<file path="src/rtl/pps_pkg.sv">
package pps_pkg;
    typedef enum logic [1:0] {
        GS_COUNT  = 2'd0,
        GS_ARMED  = 2'd1,
        GS_UPDATE = 2'd2
    } gen_state_t;

    localparam int          RGB_W     = 24;
    localparam logic [23:0] RGB_ALIVE = 24'hFF_FF_FF;
    localparam logic [23:0] RGB_DEAD  = 24'h00_00_FF;
    localparam logic [23:0] RGB_OFF   = 24'h00_00_00;
endpackage

</file>
<file path="src/rtl/scan_decode.sv">
module scan_decode #(
    parameter int COORD_W = 10,
    parameter int WIN_X   = 64,
    parameter int WIN_Y   = 32,
    parameter int SIDE    = 256,
    parameter int ROW_W   = 8,
    parameter int COL_W   = 3,
    parameter int BIT_W   = 5,
    parameter int ADDR_W  = 11
) (
    input  logic               pix_en,
    input  logic [COORD_W-1:0] pix_x,
    input  logic [COORD_W-1:0] pix_y,
    output logic               in_win,
    output logic [BIT_W-1:0]   bit_idx,
    output logic               fetch,
    output logic [ADDR_W-1:0]  fetch_addr,
    output logic               last_pix
);
    logic signed [31:0] lx;
    logic signed [31:0] nx;
    logic signed [31:0] ly;
    logic               in_row;

    assign lx = $signed(32'(pix_x)) - WIN_X;
    assign nx = lx + 1;
    assign ly = $signed(32'(pix_y)) - WIN_Y;

    assign in_row  = (ly >= 0) && (ly < SIDE);
    assign in_win  = in_row && (lx >= 0) && (lx < SIDE);
    assign bit_idx = lx[BIT_W-1:0];

    // prefetch: strobe one column ahead of a word's first pixel
    assign fetch      = pix_en && in_row && (nx >= 0) && (nx < SIDE)
                        && (nx[BIT_W-1:0] == '0);
    assign fetch_addr = {ly[ROW_W-1:0], nx[BIT_W+COL_W-1:BIT_W]};
    assign last_pix   = pix_en && (lx == SIDE - 1) && (ly == SIDE - 1);
endmodule

</file>
<file path="src/rtl/pix_color.sv">
module pix_color
    import pps_pkg::*;
#(
    parameter int WORD_W = 32,
    parameter int BIT_W  = 5
) (
    input  logic              clk,
    input  logic              rst_n,
    input  logic              pix_en,
    input  logic              in_win,
    input  logic [BIT_W-1:0]  bit_idx,
    input  logic              fetch,
    input  logic [WORD_W-1:0] rd_data,
    output logic [RGB_W-1:0]  pix_rgb
);
    logic              data_vld_q;
    logic [WORD_W-1:0] word_q;
    logic [WORD_W-1:0] cur_word;

    // read data is live the cycle after the fetch; hold it afterwards
    assign cur_word = data_vld_q ? rd_data : word_q;

    always_ff @(posedge clk) begin
        if (!rst_n) begin
            data_vld_q <= 1'b0;
            word_q     <= '0;
            pix_rgb    <= RGB_OFF;
        end else begin
            data_vld_q <= fetch;
            if (data_vld_q)
                word_q <= rd_data;
            if (pix_en) begin
                if (!in_win)
                    pix_rgb <= RGB_OFF;
                else if (cur_word[bit_idx])
                    pix_rgb <= RGB_ALIVE;
                else
                    pix_rgb <= RGB_DEAD;
            end
        end
    end
endmodule

</file>
<file path="src/rtl/gen_ctrl.sv">
module gen_ctrl
    import pps_pkg::*;
#(
    parameter int TICKS_PER_GEN = 1000
) (
    input  logic clk,
    input  logic rst_n,
    input  logic gen_tick,
    input  logic last_pix,
    input  logic upd_done,
    output logic upd_start,
    output logic buf_sel
);
    localparam int CNT_W = $clog2(TICKS_PER_GEN + 1);

    gen_state_t       state_q;
    gen_state_t       state_d;
    logic [CNT_W-1:0] tick_cnt;
    logic             tick_hit;

    assign tick_hit = gen_tick && (tick_cnt == CNT_W'(TICKS_PER_GEN - 1));

    always_ff @(posedge clk) begin
        if (!rst_n)
            state_q <= GS_COUNT;
        else
            state_q <= state_d;
    end

    always_comb begin
        state_d = state_q;
        unique case (state_q)
            GS_COUNT:  if (tick_hit) state_d = GS_ARMED;
            GS_ARMED:  if (last_pix) state_d = GS_UPDATE;
            GS_UPDATE: if (upd_done) state_d = GS_COUNT;
            default:   state_d = GS_COUNT;
        endcase
    end

    always_ff @(posedge clk) begin
        if (!rst_n) begin
            upd_start <= 1'b0;
            buf_sel   <= 1'b0;
            tick_cnt  <= '0;
        end else begin
            upd_start <= (state_q == GS_ARMED) && last_pix;
            if ((state_q == GS_UPDATE) && upd_done)
                buf_sel <= ~buf_sel;
            if (state_q != GS_COUNT)
                tick_cnt <= '0;
            else if (gen_tick)
                tick_cnt <= tick_hit ? '0 : tick_cnt + 1'b1;
        end
    end
endmodule

</file>
<file path="src/rtl/pingpong_scan.sv">
module pingpong_scan
    import pps_pkg::*;
#(
    parameter int COORD_W       = 10,
    parameter int WIN_X         = 64,
    parameter int WIN_Y         = 32,
    parameter int SIDE          = 256,
    parameter int WORD_W        = 32,
    parameter int TICKS_PER_GEN = 1000,
    localparam int WPR          = SIDE / WORD_W,
    localparam int ROW_W        = $clog2(SIDE),
    localparam int COL_W        = $clog2(WPR),
    localparam int BIT_W        = $clog2(WORD_W),
    localparam int ADDR_W       = ROW_W + COL_W
) (
    input  logic               clk,
    input  logic               rst_n,
    input  logic               pix_en,
    input  logic [COORD_W-1:0] pix_x,
    input  logic [COORD_W-1:0] pix_y,
    output logic               rd_en,
    output logic [ADDR_W-1:0]  rd_addr,
    input  logic [WORD_W-1:0]  rd_data,
    output logic               buf_sel,
    output logic [RGB_W-1:0]   pix_rgb,
    input  logic               gen_tick,
    output logic               upd_start,
    input  logic               upd_done
);
    logic             in_win;
    logic [BIT_W-1:0] bit_idx;
    logic             fetch;
    logic             last_pix;

    scan_decode #(
        .COORD_W(COORD_W), .WIN_X(WIN_X), .WIN_Y(WIN_Y), .SIDE(SIDE),
        .ROW_W(ROW_W), .COL_W(COL_W), .BIT_W(BIT_W), .ADDR_W(ADDR_W)
    ) u_decode (
        .pix_en(pix_en), .pix_x(pix_x), .pix_y(pix_y),
        .in_win(in_win), .bit_idx(bit_idx), .fetch(fetch),
        .fetch_addr(rd_addr), .last_pix(last_pix)
    );

    assign rd_en = fetch;

    pix_color #(.WORD_W(WORD_W), .BIT_W(BIT_W)) u_color (
        .clk(clk), .rst_n(rst_n), .pix_en(pix_en), .in_win(in_win),
        .bit_idx(bit_idx), .fetch(fetch), .rd_data(rd_data), .pix_rgb(pix_rgb)
    );

    gen_ctrl #(.TICKS_PER_GEN(TICKS_PER_GEN)) u_gen (
        .clk(clk), .rst_n(rst_n), .gen_tick(gen_tick), .last_pix(last_pix),
        .upd_done(upd_done), .upd_start(upd_start), .buf_sel(buf_sel)
    );
endmodule

</file>
<file path="config.mk">
export PLATFORM = sky130hd
export DESIGN_NAME = pingpong_scan
export DESIGN_NICKNAME = d
export VERILOG_FILES = /design/src/rtl/pps_pkg.sv /design/src/rtl/scan_decode.sv /design/src/rtl/pix_color.sv /design/src/rtl/gen_ctrl.sv /design/src/rtl/pingpong_scan.sv
export SDC_FILE = /design/constraint.sdc
export NUM_CORES = 1
export LEC_CHECK = 0
export BUFFER_PORTS_ARGS = -buffer_cell sky130_fd_sc_hd__buf_2
export CORE_MARGIN = 3
export CORE_UTILIZATION = 55
export DETAILED_ROUTE_END_ITERATION = 7
export GPL_TIMING_DRIVEN = 0
export PLACE_DENSITY_LB_ADDON = 0.15
export SYNTH_ARGS = -nofsm -noshare
export SYNTH_HDL_FRONTEND = slang
export SYNTH_SLANG_ARGS = --single-unit
export TNS_END_PERCENT = 30
</file>
<file path="constraint.sdc">
create_clock -name clk -period 5.8 [get_ports clk]
set_input_delay 0.29 -clock clk [delete_from_list [all_inputs] [get_ports clk]]
set_output_delay 0.29 -clock clk [all_outputs]
set_load 0.01 [all_outputs]
</file>
### Word-level counts from Yosys, hierarchy flattened

Cells that the tools add are included.

| cells by class | value |
|---|---|
| $add $sub $neg | 4 |
| magnitude comparators | 7 |
| equal/unequal tests | 8 |
| muxes and demuxes | 10 |
| bitwise logic cells | 2 |
| reductions and logical operators | 17 |

Operators with widths:

| kind | count |
|---|---|
| greater-or-equal comparator 32 x 1 -> 1 bit, second input constant | 3 |
| < comparator 32 x 10 -> 1 bit, second input constant | 3 |
| == test 32 x 9 -> 1 bit, second input constant | 2 |
| 2-to-1 mux 24 bit | 2 |
| adder 32 x 2 -> 32 bit, second input constant | 1 |
| 2-to-1 mux 32 bit | 1 |
| logical AND 1 bit | 12 |
| subtractor 10 x 6 -> 11 bit, second input constant | 1 |
| subtractor 10 x 7 -> 11 bit, second input constant | 1 |
| adder 10 x 1 -> 10 bit, second input constant | 1 |
| == test 10 bit, second input constant | 1 |
| 2-to-1 mux 10 bit | 1 |
| < comparator 5 x 6 -> 1 bit, second input constant | 1 |
| 2-to-1 mux 2 bit | 3 |
| one-hot mux 2 bit (3 select lines) | 1 |
| binary-select mux 1 bit (select 5 bit) | 1 |
| zero test 5 bit | 1 |
| != test 2 x 1 -> 1 bit, second input constant | 2 |
| AND reduction 3 bit | 1 |
| == test 2 x 1 -> 1 bit, second input constant | 1 |
| == test 2 bit, second input constant | 1 |
| zero test 2 bit | 1 |
| != test 2 bit, second input constant | 1 |
| inverter 1 bit | 2 |
| 3 further kinds | 3 |

| word-level totals | value |
|---|---|
| register bits after elaboration | 71 |
| input bits | 57 |
| output and inout bits | 38 |
| word-level logic and storage cells | 55 |

### Logic depth before layout (Yosys ltp)

Gate-level depths: netlist of the first run.

| logic depth | value |
|---|---|
| depth after elaboration | 7 |
| depth in mapped cells | 12 |
| gate-level depth less buffers | 12 |

### Cells and area by module

Synthesis of the first run repeated with hierarchy kept, for this count alone.

| unflattened totals | value |
|---|---|
| cells, all modules | 303 |
| area total of the unflattened synthesis | 3027.9 sq um |

Modules (own cells, without submodules):

| module | instances | cells each | area an instance (sq um) | sequential area each (sq um) |
|---|---|---|---|---|
| pix_color | 1 | 176 | 2004.4 | 700.7 |
| gen_ctrl | 1 | 69 | 629.4 | 280.3 |
| scan_decode | 1 | 58 | 394.1 | 0.0 |

### Worst setup path before layout of the first run

Ideal clock, no wire load.

| timing path | value |
|---|---|
| path type | input to output |
| start | input pix_x[6] |
| end | output rd_en |
| arrival time | 2.784 ns |
| slack | 2.726 ns |
| cell stages on the path | 11 |
| path buffers | 0 |
| cells stage by stage | inv_1 ha_1 nor2b_1 nor2b_1 nand2_1 or3_1 ha_1 nor4b_1 nand3_1 a2111oi_0 and3_1 |

| between the ends | value |
|---|---|
| longest elaborated chain between the ends | 6 |

Ends and longest elaborated chain:

| element | line | RTL |
|---|---|---|
| from (decl) | pingpong_scan.sv:19 | `input logic [COORD_W-1:0] pix_x,` |
| subtractor 10 x 7 -> 11 bit * | scan_decode.sv:25 | `assign lx = $signed(32'(pix_x)) - WIN_X;` |
| adder 32 x 2 -> 32 bit * | scan_decode.sv:26 | `assign nx = lx + 1;` |
| greater-or-equal comparator 32 x 1 -> 1 bit | scan_decode.sv:34 | `assign fetch = pix_en && in_row && (nx >= 0) && (nx < SIDE)` |
| logical AND 1 bit | scan_decode.sv:34 |  |
| logical AND 1 bit * | scan_decode.sv:34 |  |
| logical AND 1 bit * | scan_decode.sv:35 | `&& (nx[BIT_W-1:0] == '0);` |
| to (decl) | pingpong_scan.sv:21 | `output logic rd_en,` |

Mark *: on every way between the ends. The rest lies on a longest branch, timed or not.

### Worst setup path in the final report of the first run

Ends and elaborated chain as after synthesis.

==> results of run 1 <==
worst max path at each step:
stage                     startpoint     to  cells after the start
final                       pix_x[6]  rd_en                     13
after global placement      pix_x[6]  rd_en                     13
after CTS                   pix_x[6]  rd_en                     13
after global routing        pix_x[6]  rd_en                     13
after floorplan             pix_x[6]  rd_en                     11
after detailed placement    pix_x[6]  rd_en                     13
power by group:
| group | switching (uW) | internal [uW] | leakage, uW |
|---|---|---|---|
| sequential | 1.73 | 337 | 0.000395 |
| combinational | 46.9 | 42.9 | 0.00112 |
| clock | 112 | 141 | 0.0000585 |
sequential cells by signal, summed over array words and instances (netlist names):
signal,cells
u_gen.buf_sel,1
u_color.word_q,32
u_color.pix_rgb,2
u_gen.tick_cnt,10
u_gen.upd_start,1
u_color.data_vld_q,1
u_gen.state_q,2
synthesized netlist by cell type, types with 2 or more instances:
library cell  count  area share [%]
xnor2_1           5             1.4
nand3b_1          3            0.72
nand2b_1          6             1.2
nor3_1            4            0.64
buf_4            27             6.5
mux2i_1          33              11
inv_1             6            0.72
o21ai_1           2            0.32
and4_1            3            0.84
xor2_1            9             2.5
clkbuf_1          6            0.72
nand3_1          13             2.1
a211oi_1          2            0.48
or2_2             2            0.40
or3_1             4            0.80
and2_1            2            0.40
a21oi_1           2            0.32
mux4_2           14              10
o21ai_0           2            0.32
a22oi_1           4            0.96
mux2_2            2            0.72
ha_1             10             4.0
nand4b_1          3            0.84
buf_2             5            0.80
a21boi_0          2            0.48
a31oi_1           2            0.40
nor4_1            2            0.40
nand4_1           7             1.4
dfxtp_1          49              31
nor2b_1          37             7.4
nor2_1           18             2.2
nand2_1          13             1.6
cells by family (layout without fill, tap and decap cells):
group           after synthesis  after routing  synth area share, %
buf+inv                      46            147                 9.75
compound gates               27             27                 6.42
mux                          50             50                 22.3
xor+xnor                     14             14                 3.93
flops                        49             49                 31.5
simple gates                122            122                 22.1
fa+ha+maj                    10             10                 4.01
per-layer routing:
metal	track usage [%]	vias to the layer above	share of wire, %
met2	36.0	74	48
met1	28.5	1214	46
met3	3.22	7	5.2
met4	5.74	0	1.1
li1	-	1315	-
met5	0	-	0
worst max-delay path, stage by stage:
cell	delay, ns
buf_2	0.13
inv_1	0.13
ha_1	0.22
nor2b_1	0.17
nor2b_1	0.55
nand2_1	0.14
or3_1	0.34
ha_1	0.27
nor4b_1	0.24
nand3_1	0.13
a2111oi_0	0.44
and3_1	0.22
buf_2	0.13
per-stage QoR:
step                      setup slack (ns)  area [sq um]
after floorplan                       2.73          3120
after global placement                2.23          3670
after detailed placement              2.12          3670
after CTS                             2.13          3790
after global routing                  1.81          3790
final                                 2.11          3790
layout make-up:
| class | count | area (sq um) |
|---|---|---|
| inverters | 6 | 22.5 |
| repair buffers | 93 | 465 |
| well taps | 70 | 87.6 |
| clock buffers | 7 | 86.3 |
| clock inverters | 1 | 30.0 |
| plain buffers | 40 | 282 |
| flip-flops and latches | 49 | 981 |
| multi-input cells | 223 | 1830 |
| fillers | 413 | 1520 |
==> results.md, run 1 <==
- Most frequent cells in the layout: buf_2 (98), dfxtp_1 (49), nor2b_1 (37), mux2i_1 (33), buf_4 (27)
- Register area share after synthesis: 31.5%
- Num ports: 95
- Drt total wl: 6910 um
- Mapped Area: 3120 sq um
- Maximum vdd drop: 0.000144 V
- FF-to-FF path depth: 7
- Clock Pin Slew Worst Setup and Hold Paths: 0.09 ns
- Critical path launch point type: input pin
- Chip Height: 81.3 um
- Distinct cell type count after synthesis: 51
- Nets@finish: 485
- Starting Density: 58.8%
- FFs w/ async S/R, synth: 0%
- Worst-Skew Late Latency: 0.30 ns
- Min-delay worst type: input pin to flop
- Layout cells sized above 1: 37.0%
- Leakage: 0.00157 uW
- Hold WS: 0.252 ns
- Syn Inst Count: 318
- Area Overhead vs Synth: 21.5%
- # hold bufs at CTS: 0
- DR vias: 2610
- Slew @ Worst Pin: 0.641 ns
- FF-to-FF End: u_color.pix_rgb[22]
- Longest Clk Path Bufs: 2
- Commonest non-fill, non-tap cell in the layout: buf_2
- Vias in the first global route: 2441
- Worst setup EP type: primary output
- Wire per inst: 14.1 um
- Max-Cap Viols: 0
- Syn_nets: 385
- Worst hold path depth: 3
- Core Area: 5300 sq um
- Rel. slew slack: 57.2%
- Port buffer count: 93
- Synth warn: 0
- Tot GR Track Use: 21.4%
- DRT Pass-1 Iters: 4
- Total gr overflow: 0
- Worst reg2reg setup slack: 3.97 ns
- Initial antenna violation count: 0
- Largest net degree at the start of global routing: 18
- First-pass GRT wire length: 11100 um
- Setup TNS: 0 ns
- Max Fanout on Critical Path: 9
- Worst Path Required: 5.51 ns
- Num rows: 26
- GPL Wtd Cong: 0.794
- CP arrival: 3.40 ns
- Dpl cells: 481
- Prevailing post-synth register cell: dfxtp_1
- Root Driver: clkbuf_8
- Final critical-path share of the clock period: 63.6%
- Final-report hold violation count: 0
- Power Dens Cells: 180 nW/um^2
- CTS resizes: 0
- Setup violations, final: 0
- Hold path start: rd_data[0]
- Fin util: 71.4%
- RSZ-0062 raised after global routing: no
- CTS sink cnt: 49
- Pins Over Slew Limit: 0
- Pwr Total: 682 uW
- R2r startpoint: u_color.data_vld_q
- Post-route insts no fill: 489
- CTS tree: done
- Diodes inserted: 0
- Post-synth EDFFs: 0
- Postcts setup bufs: 0
- Critical path class: input pin to primary output
- DR vias/cell: 5.34
- Detailed placement HPWL: 5340 um
- Fmax achieved: 0.271 GHz
- Die area: 6610 sq um
- Register bit total from synthesis: 49
- Hold Crit Endpoint: u_color.word_q[0]
- Die W: 81.3 um
- Post-DRT Antenna Nets: 0
- # H-tree levels: 2
- DRC: 0
- Synthesized area per cell: 9.80 sq um
- Starting DRT DRC Count: 121
- Status: complete, no violations
- Tmin final: 3.69 ns
- Final Skew: 0.00566 ns
- TritonCTS buffer count: 5
Note: power is estimated with default switching activity, not from simulation.
==> run 2: changes to the inputs <==
- CORE_UTILIZATION: 55 -> 52
- clock period: 5.8 -> 3.82 ns (I/O delays scaled with it)
==> run 2 against run 1 <==
  * Non-clock buffer count stayed put
  * Clock skew grew 0.0019 ns
  * Cell area shrank 0.20%
  * Die area increased by 5.3%
  * Critical path type unchanged
  * Critical endpoint unchanged
  * Largest cell class unchanged
  * Highest routed layer unchanged
==> results.md, run 2 (synthesis gave the netlist of run 1 again) <==
- Status: complete, no violations (unchanged)
- Die W: 83.4 um (was 81.3 um)
- CP arrival: 3.27 ns (was 3.40 ns)
- Clock power share: 35.4% (was 37.1%)
- RSZ-0062 raised after global routing: no (unchanged)
- Total gr overflow: 0 (unchanged)
- Tmin final: 3.46 ns
- Root Driver: clkbuf_8 (unchanged)
- Worst setup EP type: primary output (unchanged)
- Max reg flops: 32 (unchanged)
- Port buffer count: 93 (unchanged)
- Combinational group share of total power: 13.5% (was 13.2%)
- Initial antenna violation count: 0 (unchanged)
- CTS tree: done (unchanged)
- Final Skew: 0.00754 ns (was 0.00566 ns)
- Chip Height: 83.4 um (was 81.3 um)
- Largest net degree at the start of global routing: 18 (unchanged)
- Maximum vdd drop: 0.000261 V (was 0.000144 V)
- Min-delay worst type: input pin to flop (unchanged)
- Final-report hold violation count: 0 (unchanged)
- Final critical-path share of the clock period: 90.5%
- Seq pwr share: 51.1% (was 49.7%)
- TritonCTS buffer count: 5 (unchanged)
- Leakage: 0.00157 uW (about the same)
- Starting Density: 55.2% (was 58.8%)
- Layout cells sized above 1: 37.3% (was 37.0%)
- DRT Pass-1 Iters: 5 (was 4)
- Critical path launch point type: input pin (unchanged)
- Worst-Skew Late Latency: 0.30 ns (about the same)
- Area Overhead vs Synth: 21.2% (was 21.5%)
- Fin util: 67.0% (was 71.4%)
- Final WS setup: 0.362 ns (was 2.11 ns)
- Worst Path Required: 3.63 ns (was 5.51 ns)
- Switching power: 239 uW (was 161 uW)
- DR vias/cell: 5.29 (was 5.34)
- Diodes inserted: 0 (unchanged)
- First-pass GRT wire length: 11500 um (was 11100 um)
- Core Area: 5640 sq um (was 5300 sq um)
- Wire per inst: 14.0 um (was 14.1 um)
- Largest regs: u_color.word_q x32, u_gen.tick_cnt x10 (unchanged)
- Pre-CTS setup slack: 0.254 ns (was 2.12 ns)
- Detailed placement HPWL: 5370 um (was 5340 um)
- Starting DRT DRC Count: 92 (was 121)
- Rel. slew slack: 57.1% (was 57.2%)
- Nets@finish: 485 (unchanged)
- Most frequent cells in the layout: buf_2 (98), dfxtp_1 (49), nor2b_1 (36), mux2i_1 (33), buf_4 (27) (was buf_2 (98), dfxtp_1 (49), nor2b_1 (37), mux2i_1 (33), buf_4 (27))
- Slew @ Worst Pin: 0.644 ns (was 0.641 ns)
- CTS sink cnt: 49 (unchanged)
- Max-Cap Viols: 0 (unchanged)
- Worst reg2reg setup slack: 1.99 ns (was 3.97 ns)
- Drt total wl: 6840 um (was 6910 um)
- Vias in the first global route: 2429 (was 2441)
- GPL Wtd Cong: 0.827 (was 0.794)
- Post-DRT Antenna Nets: 0 (unchanged)
- Power Dens Cells: 267 nW/um^2 (was 180 nW/um^2)
- Commonest non-fill, non-tap cell in the layout: buf_2 (unchanged)
- DRC: 0 (unchanged)
- Clock Pin Slew Worst Setup and Hold Paths: 0.09 ns (about the same)
- Tot GR Track Use: 19.9% (was 21.4%)
- Cell Int Power: 768 uW (was 521 uW)
- Setup TNS: 0 ns (unchanged)
- Postcts setup bufs: 0 (unchanged)
- Fmax achieved: 0.289 GHz
- # H-tree levels: 2 (unchanged)
- Max Fanout on Critical Path: 9 (unchanged)
- Critical path class: input pin to primary output (unchanged)
- Sw frac: 23.7% (was 23.6%)
- Pins Over Slew Limit: 0 (unchanged)
- DR vias: 2590 (was 2610)
- Longest Clk Path Bufs: 2 (unchanged)
- Die area: 6960 sq um (was 6610 sq um)
- Num rows: 27 (was 26)
- Num ports: 95 (unchanged)
- Setup violations, final: 0 (unchanged)
- Top reg by flops: u_color.word_q (unchanged)
-- run 2: cell count changes in the layout (fill, tap and decap cells not counted) --
cell and delta:
clkbuf_1 -1, clkbuf_8 -1, clkinv_2 +1, nor2b_1 -1
nor2b_2 +1
-- run 2: cell type report --
cell class	count	area, sq um
repair buffers	93	465
clock inverters	2	35.0
clock buffers	5	68.8
well taps	72	90.1
flip-flops and latches	49	981
inverters	6	22.5
plain buffers	40	282
fillers	495	1860
multi-input cells	223	1830
-- run 2: worst paths after layout --
kind	start	to	cells after the start
setup / recovery	pix_x[6]	rd_en	13
hold / removal	rd_data[11]	u_color.word_q[11]	3
setup reg to reg	u_color.data_vld_q	u_color.pix_rgb[22]	7
hold reg to reg	u_gen.buf_sel	u_gen.buf_sel	2
-- run 2: what timing repair did --
item,CTS,global route
hold buffers,0,0
endpoints found under the setup margin,0,1
resized for setup,0,1
-- run 2: metrics by stage --
stage          power (uW)  cell area [sq um]  cells  hold slack (ns)
2_1_floorplan         596               3120    318            0.341
3_3_place_gp          659               3670    483            0.460
3_5_place_dp          662               3670    483            0.472
4_1_cts              1020               3780    490            0.156
5_1_grt              1060               3780    490            0.166
6_report             1010               3780    490            0.158
-- run 2: power groups by stage --
stage	Sequential, uW	Clock (uW)	Combinational, uW
floorplan	527	0	69.5
global placement	527	0	133
detailed placement	527	0	135
CTS	515	368	136
global route	516	389	151
finish	515	357	136
-- run 2: routing by layer --
layer | vias up | share of wire, % | track usage, %
li1 | 1317 | - | -
met1 | 1194 | 46 | 27.2
met2 | 73 | 47 | 31.9
met3 | 6 | 6.2 | 4.76
met4 | 0 | 0.89 | 4.82
met5 | - | 0 | 0
-- run 2: critical path, cell delays in order --
cell       delay (ns)
buf_2            0.13
inv_1            0.13
ha_1             0.22
nor2b_1          0.16
nor2b_2          0.39
nand2_1          0.12
or3_1            0.35
ha_1             0.29
nor4b_1          0.25
nand3_1          0.12
a2111oi_0        0.53
and3_1           0.25
buf_2            0.13
==> run 3: changes to the inputs <==
- ABC_AREA: unset -> 1
- CORE_UTILIZATION: 52 -> 55
- clock period: 3.82 -> 4.28 ns (I/O delays scaled with it)
==> run 3 against run 2 <==
  * Die area shrank 11%
  * Sequential share of layout area grew 1.6 points
  * Cell area shrank 5.9%
  * Cell count grew 20%
  * Combinational power shrank 5%
  * Setup slack gained 1.2 ns
  * Critical path depth grew 1
  * Count of clock-buffer cells in the layout grew 2
  * Power shrank 8.1%
  * Critical endpoint unchanged
  * Largest cell class unchanged
==> results.md, run 3 <==
- Critical path class: input pin to primary output (unchanged)
- Synthesized area per cell: 6.89 sq um (was 9.80 sq um)
- Min-delay worst type: input pin to flop (unchanged)
- Vias in the first global route: 2668 (was 2429)
- Worst reg2reg setup slack: 2.68 ns (was 1.99 ns)
- Mapped Area: 2900 sq um (was 3120 sq um)
- Fin util: 72.4% (was 67.0%)
- Power Dens Cells: 260 nW/um^2 (was 267 nW/um^2)
- CP arrival: 2.50 ns (was 3.27 ns)
- Detailed placement HPWL: 5260 um (was 5370 um)
- Critical path launch point type: input pin (unchanged)
- DRT Pass-1 Iters: 4 (was 5)
- TritonCTS buffer count: 5 (unchanged)
- Multiplexer area fraction after synthesis: 0% (was 22.3%)
- Starting DRT DRC Count: 130 (was 92)
- Setup violations, final: 0 (unchanged)
- Commonest non-fill, non-tap cell in the layout: nand2_1 (was buf_2)
- Clock Pin Slew Worst Setup and Hold Paths: 0.08 ns (was 0.09 ns)
- Max reg flops: 32 (unchanged)
- Post-DRT Antenna Nets: 0 (unchanged)
- Total gr overflow: 0 (unchanged)
- Most frequent cells in the layout: nand2_1 (123), buf_2 (97), nand3_1 (57), dfxtp_1 (49), a21oi_1 (42) (was buf_2 (98), dfxtp_1 (49), nor2b_1 (36), mux2i_1 (33), buf_4 (27))
- Die area: 6170 sq um (was 6960 sq um)
- Num rows: 25 (was 27)
- Core Area: 4910 sq um (was 5640 sq um)
- Post-synth top cells: nand2_1 (123), nand3_1 (57), dfxtp_1 (49) (was dfxtp_1 (49), nor2b_1 (37), mux2i_1 (33))
- Synth Area in XOR/XNOR: 2.72% (was 3.93%)
- Fmax achieved: 0.368 GHz
- FFs w/ async S/R, synth: 0% (unchanged)
- FF-to-FF End: u_color.pix_rgb[22] (unchanged)
- GPL Wtd Cong: 0.849 (was 0.827)
- Final Skew: 0.00658 ns (was 0.00754 ns)
- Tot GR Track Use: 21.4% (was 19.9%)
- CTS sink cnt: 49 (unchanged)
- Dpl cells: 579 (was 483)
- Tmin final: 2.71 ns
- Max Fanout on Critical Path: 4 (was 9)
- # H-tree levels: 2 (unchanged)
- Hold path start: upd_done (was rd_data[11])
- Drt total wl: 6720 um (was 6840 um)
- Largest regs: u_color.word_q x32, u_gen.tick_cnt x10 (unchanged)
- Starting Density: 59.0% (was 55.2%)
- Top reg by flops: u_color.word_q (unchanged)
- Maximum vdd drop: 0.000217 V (was 0.000261 V)
- Slew @ Worst Pin: 0.513 ns (was 0.644 ns)
- Prevailing post-synth register cell: dfxtp_1 (unchanged)
- Syn Inst Count: 420 (was 318)
- Filler cells: 443 (was 495)
- Register area share after synthesis: 33.9% (was 31.5%)
- Area Overhead vs Synth: 22.8% (was 21.2%)
- Main combinational cell family by area after synthesis: simple AND/OR/NAND/NOR gates (was multiplexers)
- # hold bufs at CTS: 0 (unchanged)
- Rel. slew slack: 65.8% (was 57.1%)
- Nets@finish: 586 (was 485)
- Share of the synthesized area in the top cell type: 33.9% (was 31.5%)
- FF-to-FF path depth: 13 (was 7)
- Layout cells sized above 1: 28.1% (was 37.3%)
- FF/Latch Area: 981 sq um (unchanged)
- CP endpoint: rd_en (unchanged)
- R2r startpoint: u_color.data_vld_q (unchanged)
- Final critical-path share of the clock period: 63.4%
- RSZ-0062 raised after global routing: no (unchanged)
- First-pass GRT wire length: 10900 um (was 11500 um)
- Adder-Cell Fraction of Synth Area: 4.32% (was 4.01%)
- Initial antenna violation count: 0 (unchanged)
- Leakage: 0.00174 uW (was 0.00157 uW)
- Postcts setup bufs: 0 (unchanged)
- Post-synth EDFFs: 0 (unchanged)
- Status: complete, no violations (unchanged)
- Wire per inst: 11.4 um (was 14.0 um)
- Syn_nets: 487 (was 385)
- Hold WS: 0.143 ns (was 0.158 ns)
- Worst-Skew Late Latency: 0.30 ns (about the same)
- Worst setup EP type: primary output (unchanged)
- Port buffer count: 92 (was 93)
- Pins Over Slew Limit: 0 (unchanged)
- Num ports: 95 (unchanged)
- Longest Clk Path Bufs: 2 (unchanged)
- Crit. Startpoint: pix_x[6] (unchanged)
- Top cells by area, synth: dfxtp_1 (34%), nand2_1 (16%), nand3_1 (9.9%) (was dfxtp_1 (31%), mux2i_1 (11%), mux4_2 (10%))
- Largest net degree at the start of global routing: 18 (unchanged)
- Chip Height: 78.6 um (was 83.4 um)
- Synth area leader: dfxtp_1 (unchanged)
- DR vias/cell: 5.01 (was 5.29)
- Synthesized-area fraction occupied by and/or/nand/nor cells: 35.7% (was 22.1%)
- Post-route insts no fill: 587 (was 490)
- Multi-input logic area: 1490 sq um (was 1830 sq um)
- Synth warn: 0 (unchanged)
- Root Driver: clkbuf_8 (unchanged)
- Register bit total from synthesis: 49 (unchanged)
- Diodes inserted: 0 (unchanged)
- CTS resizes: 0 (unchanged)
- Setup TNS: 0 ns (unchanged)
- Max-Cap Viols: 0 (unchanged)
- DR vias: 2943 (was 2590)
- Most frequent cell after synthesis: nand2_1 (was dfxtp_1)
- Worst Path Required: 4.07 ns (was 3.63 ns)
- Final-report hold violation count: 0 (unchanged)
- DRC: 0 (unchanged)
- Distinct cell type count after synthesis: 32 (was 51)
- Die W: 78.6 um (was 83.4 um)
- CTS tree: done (unchanged)
- Complex-gate fraction of the synthesized area: 8.64% (was 6.42%)
-- run 3: metal layers --
layer / wire (um) / vias to the layer above / track usage (%) / share of wire (%)
met1: 2870 / 1318 / 23.0 / 43
met4: 98 / 0 / 7.52 / 1.5
met3: 304 / 11 / 3.78 / 4.5
li1: - / 1545 / - / -
met5: 0 / - / 0 / 0
met2: 3450 / 69 / 41.3 / 51
-- run 3: worst max-delay path: stages --
cell and delay [ns]:
buf_2 0.12, inv_1 0.11, ha_1 0.20, xor2_1 0.39
inv_1 0.11, nor2_1 0.15, nand3_1 0.09, ha_1 0.19
nor4_1 0.26, nand4_1 0.13, nor2_1 0.12, nand4_1 0.13
nor2_1 0.13, buf_2 0.14
-- run 3: worst min path at each step --
stage                                  end  slack (ns)  cells after the start
final                     u_gen.state_q[1]        0.14                      2
after global routing      u_gen.state_q[1]        0.15                      2
after CTS                 u_gen.state_q[1]        0.14                      2
after detailed placement  u_gen.state_q[1]        0.46                      2
after global placement    u_gen.state_q[1]        0.45                      2
after floorplan           u_gen.state_q[1]        0.33                      1
-- run 3: cells by family (layout without fill, tap and decap cells) --
| kind of cell | Yosys count | count (layout) |
|---|---|---|
| xor+xnor | 9 | 9 |
| buf+inv | 77 | 177 |
| compound gates | 48 | 48 |
| flops | 49 | 49 |
| fa+ha+maj | 10 | 10 |
| simple gates | 227 | 227 |
-- run 3: final cells by class --
cell class	count	share of cell area [%]
clock buffer	7	2.43
clock inverter	1	0.844
tap	67	2.36
sequential	49	27.6
multi-input combinational	294	41.9
buffer	41	8.16
inverter	36	3.80
timing repair buffer	92	12.9
-- run 3: power by group --
group          switching, uW  total [uW]  internal, uW
Clock                    147         338           191
Sequential              2.25         460           457
Combinational           71.2         129          57.5
-- run 3: stage by stage --
stage	setup slack, ns	instance area, sq um	total power, uW
6_report	1.57	3560	926
5_1_grt	1.27	3560	963
4_1_cts	1.52	3560	934
3_5_place_dp	1.54	3440	599
3_3_place_gp	1.60	3440	596
2_1_floorplan	2.01	2900	545
